==> config.mk <==
export PLATFORM = sky130hd
export DESIGN_NAME = aead_ofmt
export DESIGN_NICKNAME = d
export VERILOG_FILES = /design/src/rtl/aead_ofmt_pkg.sv /design/src/rtl/ofmt_hdr_pack.sv /design/src/rtl/ofmt_lane_mask.sv /design/src/rtl/aead_ofmt.sv
export SDC_FILE = /design/constraint.sdc
export NUM_CORES = 1
export LEC_CHECK = 0
export ABC_CLOCK_PERIOD_IN_PS = 2200
export BUFFER_PORTS_ARGS = -buffer_cell sky130_fd_sc_hd__buf_2
export CAP_MARGIN = 40
export CORE_MARGIN = 8
export CORE_UTILIZATION = 30
export CTS_CLUSTER_DIAMETER = 80
export DETAILED_ROUTE_END_ITERATION = 8
export GPL_TIMING_DRIVEN = 0
export PLACE_DENSITY = 0.59
export SLEW_MARGIN = 5
export SYNTH_ARGS = -nofsm -noshare
export SYNTH_HDL_FRONTEND = slang
export SYNTH_HIERARCHICAL = 1
export SYNTH_SLANG_ARGS = --single-unit
==> constraint.sdc <==
create_clock -name clk -period 2.2 [get_ports clk]
set_clock_uncertainty 0.05 [all_clocks]
set_input_delay 0 -clock clk [delete_from_list [all_inputs] [get_ports clk]]
set_output_delay 0 -clock clk [all_outputs]
set_load 0.02 [all_outputs]
==> src/rtl/aead_ofmt_pkg.sv <==
package aead_ofmt_pkg;

  localparam int WORD_W = 32;
  localparam int LEN_W  = 16;

  typedef enum logic [3:0] {
    SEG_PT  = 4'b0100,
    SEG_CT  = 4'b0101,
    SEG_TAG = 4'b1000
  } seg_type_e;

  localparam logic [3:0] STAT_OK  = 4'b1110;
  localparam logic [3:0] STAT_BAD = 4'b1111;

  typedef enum logic [2:0] {
    ST_IDLE,
    ST_HDR,
    ST_DATA,
    ST_TAGH,
    ST_TAG,
    ST_STAT
  } fmt_state_e;

  typedef struct packed {
    seg_type_e         kind;
    logic              partial;
    logic              eoi;
    logic              eot;
    logic              last;
    logic [7:0]        rsvd;
    logic [LEN_W-1:0]  len;
  } seg_hdr_t;

endpackage

==> src/rtl/ofmt_hdr_pack.sv <==
module ofmt_hdr_pack
  import aead_ofmt_pkg::*;
(
  input  seg_type_e          kind,
  input  logic               eoi,
  input  logic               eot,
  input  logic               last,
  input  logic [LEN_W-1:0]   len,
  output logic [WORD_W-1:0]  word
);

  seg_hdr_t hdr;

  always_comb begin
    hdr.kind    = kind;
    hdr.partial = 1'b0;
    hdr.eoi     = eoi;
    hdr.eot     = eot;
    hdr.last    = last;
    hdr.rsvd    = 8'h00;
    hdr.len     = len;
    word        = hdr;
  end

endmodule

==> src/rtl/ofmt_lane_mask.sv <==
module ofmt_lane_mask #(
  parameter int BYTES = 4,
  localparam int REM_W = $clog2(BYTES)
) (
  input  logic [BYTES*8-1:0] din,
  input  logic               tail,
  input  logic [REM_W-1:0]   rem,
  output logic [BYTES*8-1:0] dout
);

  // lane 0 is the most significant byte (first byte of the word)
  for (genvar i = 0; i < BYTES; i++) begin : g_lane
    logic keep;
    assign keep = !tail || (rem == '0) || (32'(i) < 32'(rem));
    assign dout[(BYTES-1-i)*8 +: 8] = keep ? din[(BYTES-1-i)*8 +: 8] : 8'h00;
  end

endmodule

==> src/rtl/aead_ofmt.sv <==
module aead_ofmt
  import aead_ofmt_pkg::*;
#(
  parameter int TAG_WORDS = 4
) (
  input  logic               clk,
  input  logic               rst_n,
  input  logic               cmd_valid,
  output logic               cmd_ready,
  input  logic               cmd_decrypt,
  input  logic [15:0]        cmd_len,
  input  logic               din_valid,
  output logic               din_ready,
  input  logic [31:0]        din_data,
  input  logic               din_last,
  input  logic               tag_valid,
  output logic               tag_ready,
  input  logic [31:0]        tag_data,
  input  logic               vfy_valid,
  output logic               vfy_ready,
  input  logic               vfy_pass,
  output logic               do_valid,
  input  logic               do_ready,
  output logic [31:0]        do_data
);

  localparam int BYTES = WORD_W / 8;
  localparam int REM_W = $clog2(BYTES);
  localparam int CNT_W = $clog2(TAG_WORDS + 1);
  localparam logic [LEN_W-1:0] TAG_LEN = LEN_W'(TAG_WORDS * BYTES);

  fmt_state_e         st_q, st_d;
  logic               dec_q, dec_d;
  logic [LEN_W-1:0]   len_q, len_d;
  logic [CNT_W-1:0]   cnt_q, cnt_d;
  logic               load;
  logic [WORD_W-1:0]  word_d;
  logic               slot_free;

  seg_type_e          data_kind;
  logic [WORD_W-1:0]  data_hdr_w, tag_hdr_w, masked_w;

  assign slot_free = !do_valid || do_ready;
  assign cmd_ready = (st_q == ST_IDLE);
  assign din_ready = (st_q == ST_DATA) && slot_free;
  assign tag_ready = (st_q == ST_TAG)  && slot_free;
  assign vfy_ready = (st_q == ST_STAT) && slot_free;

  always_comb begin
    if (dec_q) data_kind = SEG_PT;
    else       data_kind = SEG_CT;
  end

  ofmt_hdr_pack u_data_hdr (
    .kind (data_kind),
    .eoi  (len_q != '0),
    .eot  (1'b1),
    .last (1'b0),
    .len  (len_q),
    .word (data_hdr_w)
  );

  ofmt_hdr_pack u_tag_hdr (
    .kind (SEG_TAG),
    .eoi  (1'b0),
    .eot  (1'b1),
    .last (1'b1),
    .len  (TAG_LEN),
    .word (tag_hdr_w)
  );

  ofmt_lane_mask #(.BYTES(BYTES)) u_mask (
    .din  (din_data),
    .tail (din_last),
    .rem  (len_q[REM_W-1:0]),
    .dout (masked_w)
  );

  // next-state logic
  always_comb begin
    st_d   = st_q;
    dec_d  = dec_q;
    len_d  = len_q;
    cnt_d  = cnt_q;
    load   = 1'b0;
    word_d = '0;
    unique case (st_q)
      ST_IDLE: begin
        if (cmd_valid) begin
          dec_d = cmd_decrypt;
          len_d = cmd_len;
          st_d  = ST_HDR;
        end
      end
      ST_HDR: begin
        if (slot_free) begin
          load   = 1'b1;
          word_d = data_hdr_w;
          if (len_q != '0)  st_d = ST_DATA;
          else if (dec_q)   st_d = ST_STAT;
          else              st_d = ST_TAGH;
        end
      end
      ST_DATA: begin
        if (slot_free && din_valid) begin
          load   = 1'b1;
          word_d = masked_w;
          if (din_last) st_d = dec_q ? ST_STAT : ST_TAGH;
        end
      end
      ST_TAGH: begin
        if (slot_free) begin
          load   = 1'b1;
          word_d = tag_hdr_w;
          cnt_d  = '0;
          st_d   = ST_TAG;
        end
      end
      ST_TAG: begin
        if (slot_free && tag_valid) begin
          load   = 1'b1;
          word_d = tag_data;
          if (cnt_q == CNT_W'(TAG_WORDS - 1)) st_d = ST_IDLE;
          else cnt_d = cnt_q + 1'b1;
        end
      end
      ST_STAT: begin
        if (slot_free && vfy_valid) begin
          load   = 1'b1;
          word_d = {(vfy_pass ? STAT_OK : STAT_BAD), {(WORD_W-4){1'b0}}};
          st_d   = ST_IDLE;
        end
      end
      default: st_d = ST_IDLE;
    endcase
  end

  // control registers
  always_ff @(posedge clk or negedge rst_n) begin
    if (!rst_n) begin
      st_q  <= ST_IDLE;
      dec_q <= 1'b0;
      len_q <= '0;
      cnt_q <= '0;
    end else begin
      st_q  <= st_d;
      dec_q <= dec_d;
      len_q <= len_d;
      cnt_q <= cnt_d;
    end
  end

  // output register with explicit enables
  always_ff @(posedge clk or negedge rst_n) begin
    if (!rst_n) begin
      do_valid <= 1'b0;
      do_data  <= '0;
    end else begin
      if (load) begin
        do_valid <= 1'b1;
        do_data  <= word_d;
      end else if (do_ready) begin
        do_valid <= 1'b0;
      end
    end
  end

  // a stalled word stays put
  a_r8_hold_stable: assert property (@(posedge clk) disable iff (!rst_n)
    (do_valid && !do_ready) |=> (do_valid && $stable(do_data)));

  // no upstream pull while the output is blocked
  a_r8_no_pull: assert property (@(posedge clk) disable iff (!rst_n)
    (do_valid && !do_ready) |-> (!din_ready && !tag_ready && !vfy_ready));

  // status word coding
  a_r5_status_code: assert property (@(posedge clk) disable iff (!rst_n)
    (vfy_valid && vfy_ready) |=>
      (do_valid && do_data[31:28] == ($past(vfy_pass) ? 4'hE : 4'hF)
       && do_data[27:0] == 28'h0));

  // tag words forwarded unchanged
  a_r3_tag_forward: assert property (@(posedge clk) disable iff (!rst_n)
    (tag_valid && tag_ready) |=> (do_valid && do_data == $past(tag_data)));

  // one-byte tail clears the three low lanes
  a_r7_tail_zero: assert property (@(posedge clk) disable iff (!rst_n)
    (din_valid && din_ready && din_last && len_q[1:0] == 2'd1) |=>
      (do_data[23:0] == 24'h0));

endmodule

Word level (Yosys, flattened, before mapping):

Index checks and enable logic that the tools add are counted.

* output and inout port bits: 37
* input port bits: 90
* bits in registers: 56
* word-level logic and storage cells: 81

* equality and inequality tests: 15
* add/subtract/negate cells: 1
* reductions and logical operators: 22
* multiplexer cells: 34
* order comparisons: 3

Operators by type and width (count)
* case mux 32 bit (5 select lines): 1
* two-way mux 32 bit: 4
* two-way mux 3 bit: 13
* two-way mux 8 bit: 4
* two-way mux 31 bit: 1
* case mux 3 bit (6 select lines): 1
* nonzero test 16 bit: 1
* inequality test 2 bit, second input constant: 5
* equality test 3 x 2 -> 1 bit, second input constant: 3
* two-way mux 1 bit: 8
* inequality test 2 x 1 -> 1 bit, second input constant: 4
* AND reduction 8 bit: 1
* equality test 3 bit, second input constant: 2
* logical AND 1 bit: 6
* case mux 3 bit (2 select lines): 1
* logical OR 1 bit: 5
* less-than comparator 1 x 2 -> 1 bit, first input constant: 2
* case mux 1 bit (4 select lines): 1
* AND reduction 4 bit: 1
* nonzero test 2 bit: 2
* adder 3 x 1 -> 3 bit, second input constant: 1
* equality test 3 x 1 -> 1 bit, second input constant: 1
* logical NOT 3 bit: 1
* logical NOT 1 bit: 2
* 4 further kinds: 4

Longest topological paths before layout:

Gate-level depths: netlist (run 1).

* depth in word-level cells: 6
* mapped depth: 8

Modules after synthesis:

The synthesis (run 1) kept the hierarchy.

By module, submodules not included
* aead_ofmt: times used 1, area each 3221.8 µm², cells each 291
* ofmt_hdr_pack: times used 2, area each 244.0 µm², cells each 33
* ofmt_lane_mask: times used 1, area each 224.0 µm², cells each 36

Worst setup path after synthesis (run 1):

OpenSTA, ideal clock, no wires.

* kind: flip-flop to flip-flop
* start point: register st_q[2]
* end point: register len_q[2]
* data arrival time: 1994 ps
* slack: 31 ps
* cell stages (with the launch flop): 7
* data required time: 2025 ps
* cell sequence: dfrtp_1 > buf_6 > nor3_1 > and2_1 > buf_4 > buf_4 > mux2_2

* longest elaborated chain between the ends: 2

Ends and longest elaborated chain
* from (decl): RTL line aead_ofmt.sv:32 `fmt_state_e st_q, st_d;`
* from (signal assigned): RTL line aead_ofmt.sv:146 `st_q <= st_d;`
* logical NOT 3 bit
* net cmd_ready: RTL line aead_ofmt.sv:9 `output logic cmd_ready,`
* AND reduction 2 bit (no line)
* to (signal assigned): RTL line aead_ofmt.sv:148 `len_q <= len_d;`
* to (decl): RTL line aead_ofmt.sv:34 `logic [LEN_W-1:0] len_q, len_d;`

The timed path passes the listed nets, and every way through them passes these cells.
A chain may end at the register's enable or synchronous reset.

Final worst setup path (run 1):

* start point: register st_q[2]
* end point: register len_q[5]

* longest elaborated chain between the ends: 2

Ends and longest elaborated chain
* logical NOT 3 bit: RTL line aead_ofmt.sv:87 `unique case (st_q)`
* AND reduction 2 bit (no line)

No other way between the ends.

==> impl_metrics.json, run 1 <==
{
  "synth_edf_count": 0,
  "crit_path_start_kind": "register",
  "outcome": "finished, final reports clean",
  "die_h_um": 130.5,
  "grt-ovfl-total": 0,
  "diodes": 0,
  "path_max_fanout": 10,
  "clock-sinks": 56,
  "dp_hpwl_um": 8919,
  "grt_start_max_net_pins": 57,
  "row_count": 42,
  "cts.clk_slew.worst_paths_ns": 0.07,
  "setup_viol": 0,
  "fin_crit_sh_pct": 92.15,
  "rsz0062_at_grt": "no",
  "ys.flop_type": "dfrtp_1",
  "finalNonFillerCells": 802,
  "fillers": 1308,
  "leakagePower_nw": 2.796,
  "worst-path-buf-inv": 3,
  "cts_max_path_buffers": 2,
  "drc": 0,
  "vias": 3561,
  "port_buffers": 118,
  "cts-htree-levels": 2,
  "viasPerCell": 4.440,
  "cap_violations": 0,
  "postSynthCellCount": 393,
  "grt_pass1_wl_um": 19200,
  "path_delay_family": "buffers and inverters",
  "place_ws_ns": 0.1229,
  "die_area_um2": 17030,
  "power_density_nw_per_um2": 1103,
  "cp_slowest_stage_delay_ns": 0.42,
  "syn_avg_cell_area_um2": 10.01,
  "ys_async_sr_fraction_pct": 100.0,
  "slew_headroom_pct": 47.84,
  "worstSetupPathType": "reg -> reg",
  "synth_warnings": 6,
  "dieWidth_um": 130.5,
  "fmax_mhz": 493.3,
  "drt_iter0_markers": 188,
  "numCtsBuffers": 5,
  "wl_per_cell_um": 15.21,
  "place.gp.congestion": 0.7509,
  "yosys.area.top_type": "dfrtp_1",
  "start_util_pct": 30.18,
  "grt_usage_pct": 14.69,
  "layout-drive-gt1-share_pct": 39.14,
  "drtAntennaViolNets": 0,
  "setup_tns_ns": 0,
  "cts_resized": 0,
  "grt_antenna_before_repair": 0,
  "hp-class": "in -> reg",
  "finish.utilization_pct": 43.73,
  "final.setup.worst_slack_ns": 0.1727,
  "synth-seq-cells": 56,
  "core_um2": 13030,
  "crit_required_ns": 2.33,
  "ir_drop_uv": 493.8,
  "period_needed_ns": 2.027,
  "hold_violations": 0,
  "dp.cells": 729,
  "root_buffer": "clkbuf_16",
  "grt_pass1_vias": 3798,
  "ioPinCount": 127,
  "totalWireLength_um": 12200,
  "timing.final.max_slew_violations": 0,
  "critical_path.slowest_cell": "dfrtp_1",
  "synth.top_cells.by_area": "dfrtp_1 (36%), buf_4 (13%), mux2i_1 (8.7%)",
  "cts_tree": "done",
  "areaGrowthSynthToFinish_pct": 44.88,
  "holdWs_ns": 0.009416,
  "worst_slew_pin_slew_ns": 0.7823,
  "crit_top_cell": "buf_4",
  "worstPathArrival_ns": 2.16,
  "netlist_area_um2": 3934,
  "clock_latency_ns": 0.30,
  "yosysSeqAreaShare_pct": 35.62,
  "critPathCaptureType": "register",
  "worstPathCellList": "buf_6 > nor3_1 > and2_1 > buf_4 > buf_4 > mux2_2",
  "nets": 718,
  "first_pass_iters": 4,
  "synth_top_cell_area_share_pct": 35.62,
  "reg2reg_setup_slack_ns": 0.17,
  "yosys.cell_types.count": 45
}
[sequential cells by signal, summed over array words and instances (netlist names)]
name      flops
dec_q         1
do_valid      1
cnt_q         3
do_data      32
len_q        16
st_q          3
[cell type report]
class,instances,area [um^2],share of cell area (%)
clock inverter,1,5.005,0.08782
inverter,5,18.77,0.3293
tap,176,220.2,3.864
sequential,56,1401,24.59
timing repair buffer,184,1254,22.00
multi-input combinational,278,1963,34.45
buffer,96,708.2,12.43
clock buffer,6,128.9,2.261
[synthesized netlist by cell type (2+ instances only)]
cell type	instances
a21boi_0	8
a21o_2	2
a21oi_1	3
a221o_1	31
and2_1	19
buf_2	8
buf_4	66
buf_6	8
clkbuf_1	11
clkbuf_8	3
conb_1	4
dfrtp_1	56
ha_1	2
inv_1	5
mux2_1	2
mux2_2	19
mux2i_1	34
nand2_1	32
nand2_4	2
nor2_1	9
nor3_1	2
nor3b_1	2
nor4_1	5
o21ai_0	36
o31ai_1	3
or3b_4	2
[metal layers]
layer / share of wire [%] / routed length, um / track usage, % / up-vias
met5: 0 / 0 / 0 / -
met3: 5.7 / 693 / 3.815 / 17
met2: 51 / 6224 / 26.13 / 109
met4: 1.9 / 227 / 4.456 / 0
li1: - / - / - / 1749
met1: 41 / 5056 / 16.90 / 1686
[timing repair]
action / CTS / global route
endpoints found under the hold margin: 102 / 0
buffers inserted: 0 / 0
hold buffers: 66 / 0
[final timing paths]
kind | start | endpoint | cells after the start
hold / removal | tag_data[9] | do_data[9]$_DFFE_PN0P_ | 4
min in group asynchronous | rst_n | cnt_q[2]$_DFFE_PN0P_ | 2
max in group asynchronous | rst_n | do_data[7]$_DFFE_PN0P_ | 2
hold reg to reg | cnt_q[2]$_DFFE_PN0P_ | cnt_q[2]$_DFFE_PN0P_ | 1
setup reg to reg | st_q[2]$_DFFE_PN0P_ | len_q[5]$_DFFE_PN0P_ | 6
setup / recovery | st_q[2]$_DFFE_PN0P_ | len_q[5]$_DFFE_PN0P_ | 6
[worst register-to-register path: cells and delay by family (launching register included)]
family | cells | cell delay, ns
mux | 1 | 0.35
flops | 1 | 0.42
simple gates | 2 | 0.53
buf+inv | 3 | 0.57
[per-stage QoR]
step / total power, mW / area, um^2
2_1_floorplan: 4.440 / 4091
3_3_place_gp: 5.385 / 4902
3_5_place_dp: 5.487 / 4905
4_1_cts: 6.401 / 5699
5_1_grt: 6.779 / 5699
6_report: 6.289 / 5699
[layout by cell type, fill, tap and decap left out, types with 3 or more instances in the layout]
| master | count |
|---|---|
| buf_4 | 67 |
| nor4_1 | 5 |
| and2_1 | 19 |
| nand2_1 | 32 |
| inv_1 | 5 |
| clkbuf_16 | 5 |
| o31ai_1 | 3 |
| mux2i_1 | 34 |
| a21boi_0 | 8 |
| dfrtp_1 | 56 |
| buf_2 | 125 |
| dlygate4sd3_1 | 66 |
| clkbuf_8 | 3 |
| buf_6 | 8 |
| a221o_1 | 31 |
| o21ai_0 | 36 |
| nor2_1 | 9 |
| mux2_2 | 19 |
| conb_1 | 46 |
| clkbuf_1 | 12 |
| a21oi_1 | 3 |
[cell families (layout without fill, tap and decap cells)]
kind of cell | count (synthesis) | after routing | share of synthesized area [%]
buf+inv | 101 | 292 | 18.48
compound gates | 88 | 88 | 16.70
simple gates | 86 | 86 | 13.10
flops | 56 | 56 | 35.62
mux | 55 | 55 | 14.66
other cells | 4 | 46 | 0.3816
fa+ha+maj | 2 | 2 | 0.6360
xor+xnor | 1 | 1 | 0.4136
[report_power, final]
part | total [mW] | internal, mW | switching (mW)
Clock | 0.789 | 0.416 | 0.373
Combinational | 3.63 | 1.77 | 1.86
Sequential | 1.87 | 1.52 | 0.347
No activity file was read; power rests on OpenSTA's default activity.
==> run 2, diff against run 1 <==
Settings changed: CORE_UTILIZATION 30 to 45, PLACE_DENSITY 0.59 to 0.79.
==> impl_metrics.json, run 2 (synthesis results as in run 1) <==
{
  "outcome": "finished, final reports clean",
  "drtAntennaViolNets": 0,
  "reg2reg_setup_slack_ns": 0.19,
  "reg_top3": "do_data x32, len_q x16",
  "grt_start_max_net_pins": 35,
  "setup_viol": 0,
  "r2r-start": "st_q[2]$_DFFE_PN0P_",
  "first_pass_iters": 4,
  "row_count": 34,
  "power_density_nw_per_um2": 1076,
  "layout-drive-gt1-share_pct": 39.27,
  "worstPathArrival_ns": 2.15,
  "path_max_fanout": 10,
  "grt_pass1_vias": 3824,
  "grt_antenna_before_repair": 0,
  "worst_r2r_path_depth": 7,
  "postCtsSetupBuffers": 0,
  "holdPathStages": 3,
  "crit_path_start_kind": "register",
  "die_area_um2": 11990,
  "pwr-share-comb_pct": 59.6,
  "wl_per_cell_um": 15.69,
  "vias": 3575,
  "clock-sinks": 56,
  "grt-ovfl-total": 0,
  "most-common-layout-cells": "buf_2 (126), dlygate4sd3_1 (72), buf_4 (66), dfrtp_1 (56), conb_1 (46)",
  "multi_input_area_um2": 1969,
  "dieWidth_um": 109.5,
  "fmax_mhz": 496.5,
  "total_power_mw": 6.088,
  "r2r-end": "do_data[28]$_DFFE_PN0P_",
  "root_buffer": "clkbuf_8",
  "hold_violations": 0,
  "port_buffers": 118,
  "hold-path-endpoint": "do_data[30]$_DFFE_PN0P_",
  "nets": 725,
  "cts_tree": "done",
  "die_h_um": 109.5,
  "grt_usage_pct": 19.54,
  "holdWs_ns": 0.02571,
  "period_needed_ns": 2.014,
  "switchingPower_mw": 2.550,
  "power_frac_seq_pct": 30.6,
  "place.gp.congestion": 0.7636,
  "hp-class": "in -> reg",
  "core_um2": 8593,
  "dp_hpwl_um": 7993,
  "drc": 0,
  "cts-htree-levels": 2,
  "start_util_pct": 45.78,
  "largest_reg_flops": 32,
  "ir_drop_uv": 645.5,
  "ioPinCount": 127,
  "diodes": 0,
  "cts.clk_slew.worst_paths_ns": 0.11,
  "internal_power_mw": 3.538,
  "timing.final.max_slew_violations": 0,
  "rsz0062_at_grt": "no",
  "areaGrowthSynthToFinish_pct": 43.77,
  "critPathCaptureType": "register",
  "drt_iter0_markers": 137,
  "register_area_um2": 1401,
  "grt_pass1_wl_um": 18370,
  "clkPwrFrac_pct": 9.9,
  "power_switching_share_pct": 41.88,
  "cts_max_path_buffers": 2,
  "fin_crit_sh_pct": 91.55,
  "cap_violations": 0,
  "worstSetupPathType": "reg -> reg",
  "slew_headroom_pct": 60.71,
  "min_from": "tag_data[30]",
  "totalWireLength_um": 11640,
  "leakagePower_nw": 2.813,
  "worst_slew_pin_slew_ns": 0.5855,
  "crit_required_ns": 2.33,
  "fillers": 686,
  "top_register": "do_data",
  "numCtsBuffers": 5,
  "clock_latency_ns": 0.31,
  "viasPerCell": 4.818,
  "final_common_cell": "buf_2"
}
==> run 2: worst max-delay path, stage by stage, from the launching register on <==
cell and delay [ns]:
dfrtp_1 0.43, buf_6 0.16, nor3b_4 0.16, and3_4 0.17, buf_6 0.13, buf_6 0.14
a2111oi_2 0.51, mux2i_1 0.13
==> run 2: routing by layer <==
metal / up-vias / wire [um] / GRT usage [%]
li1: 1759 / - / -
met1: 1700 / 4599 / 21.16
met2: 100 / 6176 / 36.99
met3: 16 / 683 / 3.693
met4: 0 / 183 / 6.654
met5: - / 0 / 0
==> run 2: what timing repair did <==
item                                    4_1_cts  5_1_grt
endpoints found under the setup margin        1        1
hold buffers                                 72        0
gates resized for setup                       1        1
gates cloned                                  0        0
endpoints found under the hold margin        71        0
==> run 2: power by group through the flow <==
stage	combinational (mW)	clock (mW)	sequential [mW]
detailed placement	3.53	0	1.86
global route	3.94	0.664	1.92
floorplan	2.28	0	2.16
finish	3.63	0.601	1.86
global placement	3.43	0	1.84
CTS	3.63	0.621	1.85
==> run 2: final cells by class <==
class | instances | share of cell area, %
Timing Repair Buffer | 191 | 23.54
Clock inverter | 3 | 0.3982
Inverter | 5 | 0.3319
Multi-Input combinational cell | 278 | 34.82
Buffer | 96 | 12.52
Sequential cell | 56 | 24.78
Tap cell | 108 | 2.389
Clock buffer | 5 | 1.217
==> run 2: how the worst max path moves through the flow <==
| stage | from | endpoint | slack, ns | depth (start not counted) |
|---|---|---|---|---|
| 6_report | st_q[2]$_DFFE_PN0P_ | do_data[28]$_DFFE_PN0P_ | 0.19 | 7 |
| 5_1_grt | len_q[10]$_DFFE_PN0P_ | do_data[26]$_DFFE_PN0P_ | 0.08 | 6 |
| 4_1_cts | st_q[2]$_DFFE_PN0P_ | do_data[28]$_DFFE_PN0P_ | 0.005 | 7 |
| 3_5_place_dp | st_q[2]$_DFFE_PN0P_ | do_data[28]$_DFFE_PN0P_ | -0.1 | 7 |
| 3_3_place_gp | st_q[2]$_DFFE_PN0P_ | do_data[28]$_DFFE_PN0P_ | -0.15 | 7 |
| 2_1_floorplan | st_q[2]$_DFFE_PN0P_ | len_q[2]$_DFFE_PN0P_ | 0.03 | 6 |
==> run 2: through the flow <==
stage	util [%]	cells	setup slack (ns)	TNS [ns]	cell area [um^2]
2_1_floorplan	-	435	0.03120	0	4091
3_5_place_dp	56.29	662	-0.09673	-0.09673	4837
4_1_cts	65.75	742	0.005120	0	5650
3_3_place_gp	56.06	661	-0.1478	-0.1478	4817
6_report	65.81	742	0.1860	0	5655
5_1_grt	65.81	742	0.08346	0	5655
==> run 3, diff against run 2 <==
Settings changed: BUFFER_PORTS_ARGS -buffer_cell sky130_fd_sc_hd__buf_2 to -buffer_cell sky130_fd_sc_hd__buf_4, PLACE_DENSITY 0.79 to default, PLACE_DENSITY_LB_ADDON from default to 0.05, SKIP_CTS_REPAIR_TIMING from default to 1.
==> impl_metrics.json, run 3 (synthesis results as in run 1) <==
{
  "worstSetupPathType": "reg -> reg",
  "grt_antenna_before_repair": 0,
  "wl_per_cell_um": 15.44,
  "hp-class": "in -> reg",
  "row_count": 34,
  "top_register": "do_data",
  "outcome": "finished, violations left",
  "grt_usage_pct": 17.52,
  "path_max_fanout": 4,
  "violations": "negative hold slack",
  "viasPerCell": 4.732,
  "grt_pass1_wl_um": 16840,
  "setup_tns_ns": 0,
  "first_pass_iters": 4,
  "ir_drop_uv": 631.4,
  "die_h_um": 109.5,
  "core_um2": 8593,
  "drc": 0,
  "critical_path.slowest_cell": "dfrtp_1",
  "clock-sinks": 56,
  "areaGrowthSynthToFinish_pct": 48.51,
  "grt_pass1_vias": 3375,
  "ioPinCount": 127,
  "cap_violations": 0,
  "cts-htree-levels": 2,
  "worstPathArrival_ns": 2.15,
  "critPathCaptureType": "register",
  "crit_required_ns": 2.35,
  "power_density_nw_per_um2": 1109,
  "final_common_cell": "buf_4",
  "cts_max_path_buffers": 2,
  "drtAntennaViolNets": 0,
  "start_util_pct": 45.78,
  "path_delay_family": "simple AND/OR/NAND/NOR gates",
  "hold_violations": 6,
  "vias": 3445,
  "reg_top3": "do_data x32, len_q x16",
  "fmax_mhz": 501.9,
  "crit_path_start_kind": "register",
  "fin_crit_sh_pct": 90.56,
  "die_area_um2": 11990,
  "cts.clk_slew.worst_paths_ns": 0.11,
  "port_buffers": 118,
  "nets": 712,
  "worstPathCellList": "nor4_1 > nand4_1 > buf_4 > mux2i_1 > o21ai_0 > a221o_1",
  "worst-path-buf-inv": 1,
  "finish.utilization_pct": 67.98,
  "numCtsBuffers": 5,
  "holdWs_ns": -0.05992,
  "rsz0062_at_grt": "no",
  "grt-ovfl-total": 0,
  "period_needed_ns": 1.992,
  "cts_tree": "done",
  "grt_start_max_net_pins": 57,
  "timing.final.max_slew_violations": 0,
  "layout-drive-gt1-share_pct": 39.68,
  "totalWireLength_um": 11240,
  "dieWidth_um": 109.5,
  "diodes": 0,
  "worst_slew_pin_slew_ns": 0.7475,
  "cp_slowest_stage_delay_ns": 0.42,
  "setup_viol": 0,
  "leakagePower_nw": 2.857,
  "place.gp.congestion": 0.7704,
  "most-common-layout-cells": "buf_4 (184), dlygate4sd3_1 (60), dfrtp_1 (56), conb_1 (46), o21ai_0 (36)",
  "drt_iter0_markers": 104,
  "largest_reg_flops": 32,
  "root_buffer": "clkbuf_8",
  "clock_latency_ns": 0.31,
  "dp_hpwl_um": 7862,
  "slew_headroom_pct": 50.17
}
## run 3: cell count changes in the layout (fill, tap and decap cells not counted), sizes merged
cell and change:
clkinv -2, buf -1, dlygate4sd3 -12, inv -1, bufinv +2
## run 3: path summary, 6_finish.rpt
kind | from | endpoint | slack [ns] | depth (start not counted)
max | len_q[2]$_DFFE_PN0P_ | do_data[26]$_DFFE_PN0P_ | 0.21 | 6
min | tag_data[22] | do_data[22]$_DFFE_PN0P_ | -0.06 | 4
max reg2reg | len_q[2]$_DFFE_PN0P_ | do_data[26]$_DFFE_PN0P_ | 0.21 | 6
min reg2reg | cnt_q[2]$_DFFE_PN0P_ | cnt_q[2]$_DFFE_PN0P_ | 0.45 | 1
max in group asynchronous | rst_n | st_q[1]$_DFFE_PN0P_ | 1.36 | 2
min in group asynchronous | rst_n | do_data[7]$_DFFE_PN0P_ | 0.24 | 2
## run 3: power breakdown
part           total (mW)  switching, mW  internal [mW]
sequential           1.87          0.349           1.52
clock               0.805          0.356          0.449
combinational        3.80           1.83           1.97
total                6.48           2.54           3.94
## run 3: cell type report
type / count / area, um^2
repair buffers: 178 / 1486
fillers: 707 / 2751
clock inverters: 2 / 60.06
multi-input cells: 278 / 1963
clock buffers: 5 / 68.82
inverters: 5 / 18.77
flip-flops and latches: 56 / 1401
well taps: 108 / 135.1
plain buffers: 96 / 708.2
## run 3: worst min-delay path: stages
cell and delay (ns):
buf_4 0.08, nand2_1 0.03, o21ai_0 0.06, a221o_1 0.10
## run 3: through the flow
| step | area [um^2] | total power [mW] | hold slack [ns] | worst slack [ns] | std cells |
|---|---|---|---|---|---|
| 6_report | 5842 | 6.478 | -0.05992 | 0.2078 | 728 |
| 5_1_grt | 5842 | 6.912 | 0.002056 | 0.04822 | 728 |
| 4_1_cts | 5241 | 6.429 | -0.2810 | 0.1941 | 668 |
| 3_5_place_dp | 5112 | 5.616 | 0.06685 | 0.2151 | 661 |
| 3_3_place_gp | 5112 | 5.535 | 0.05433 | 0.2468 | 661 |
| 2_1_floorplan | 4091 | 4.440 | -0.3456 | 0.03120 | 435 |
## run 3: routing by layer
| layer | routed length (um) | global-route usage, % |
|---|---|---|
| met2 | 5684 | 29.89 |
| met3 | 627 | 4.045 |
| met1 | 4828 | 22.36 |
| met5 | 0 | 0 |
| met4 | 101 | 2.893 |
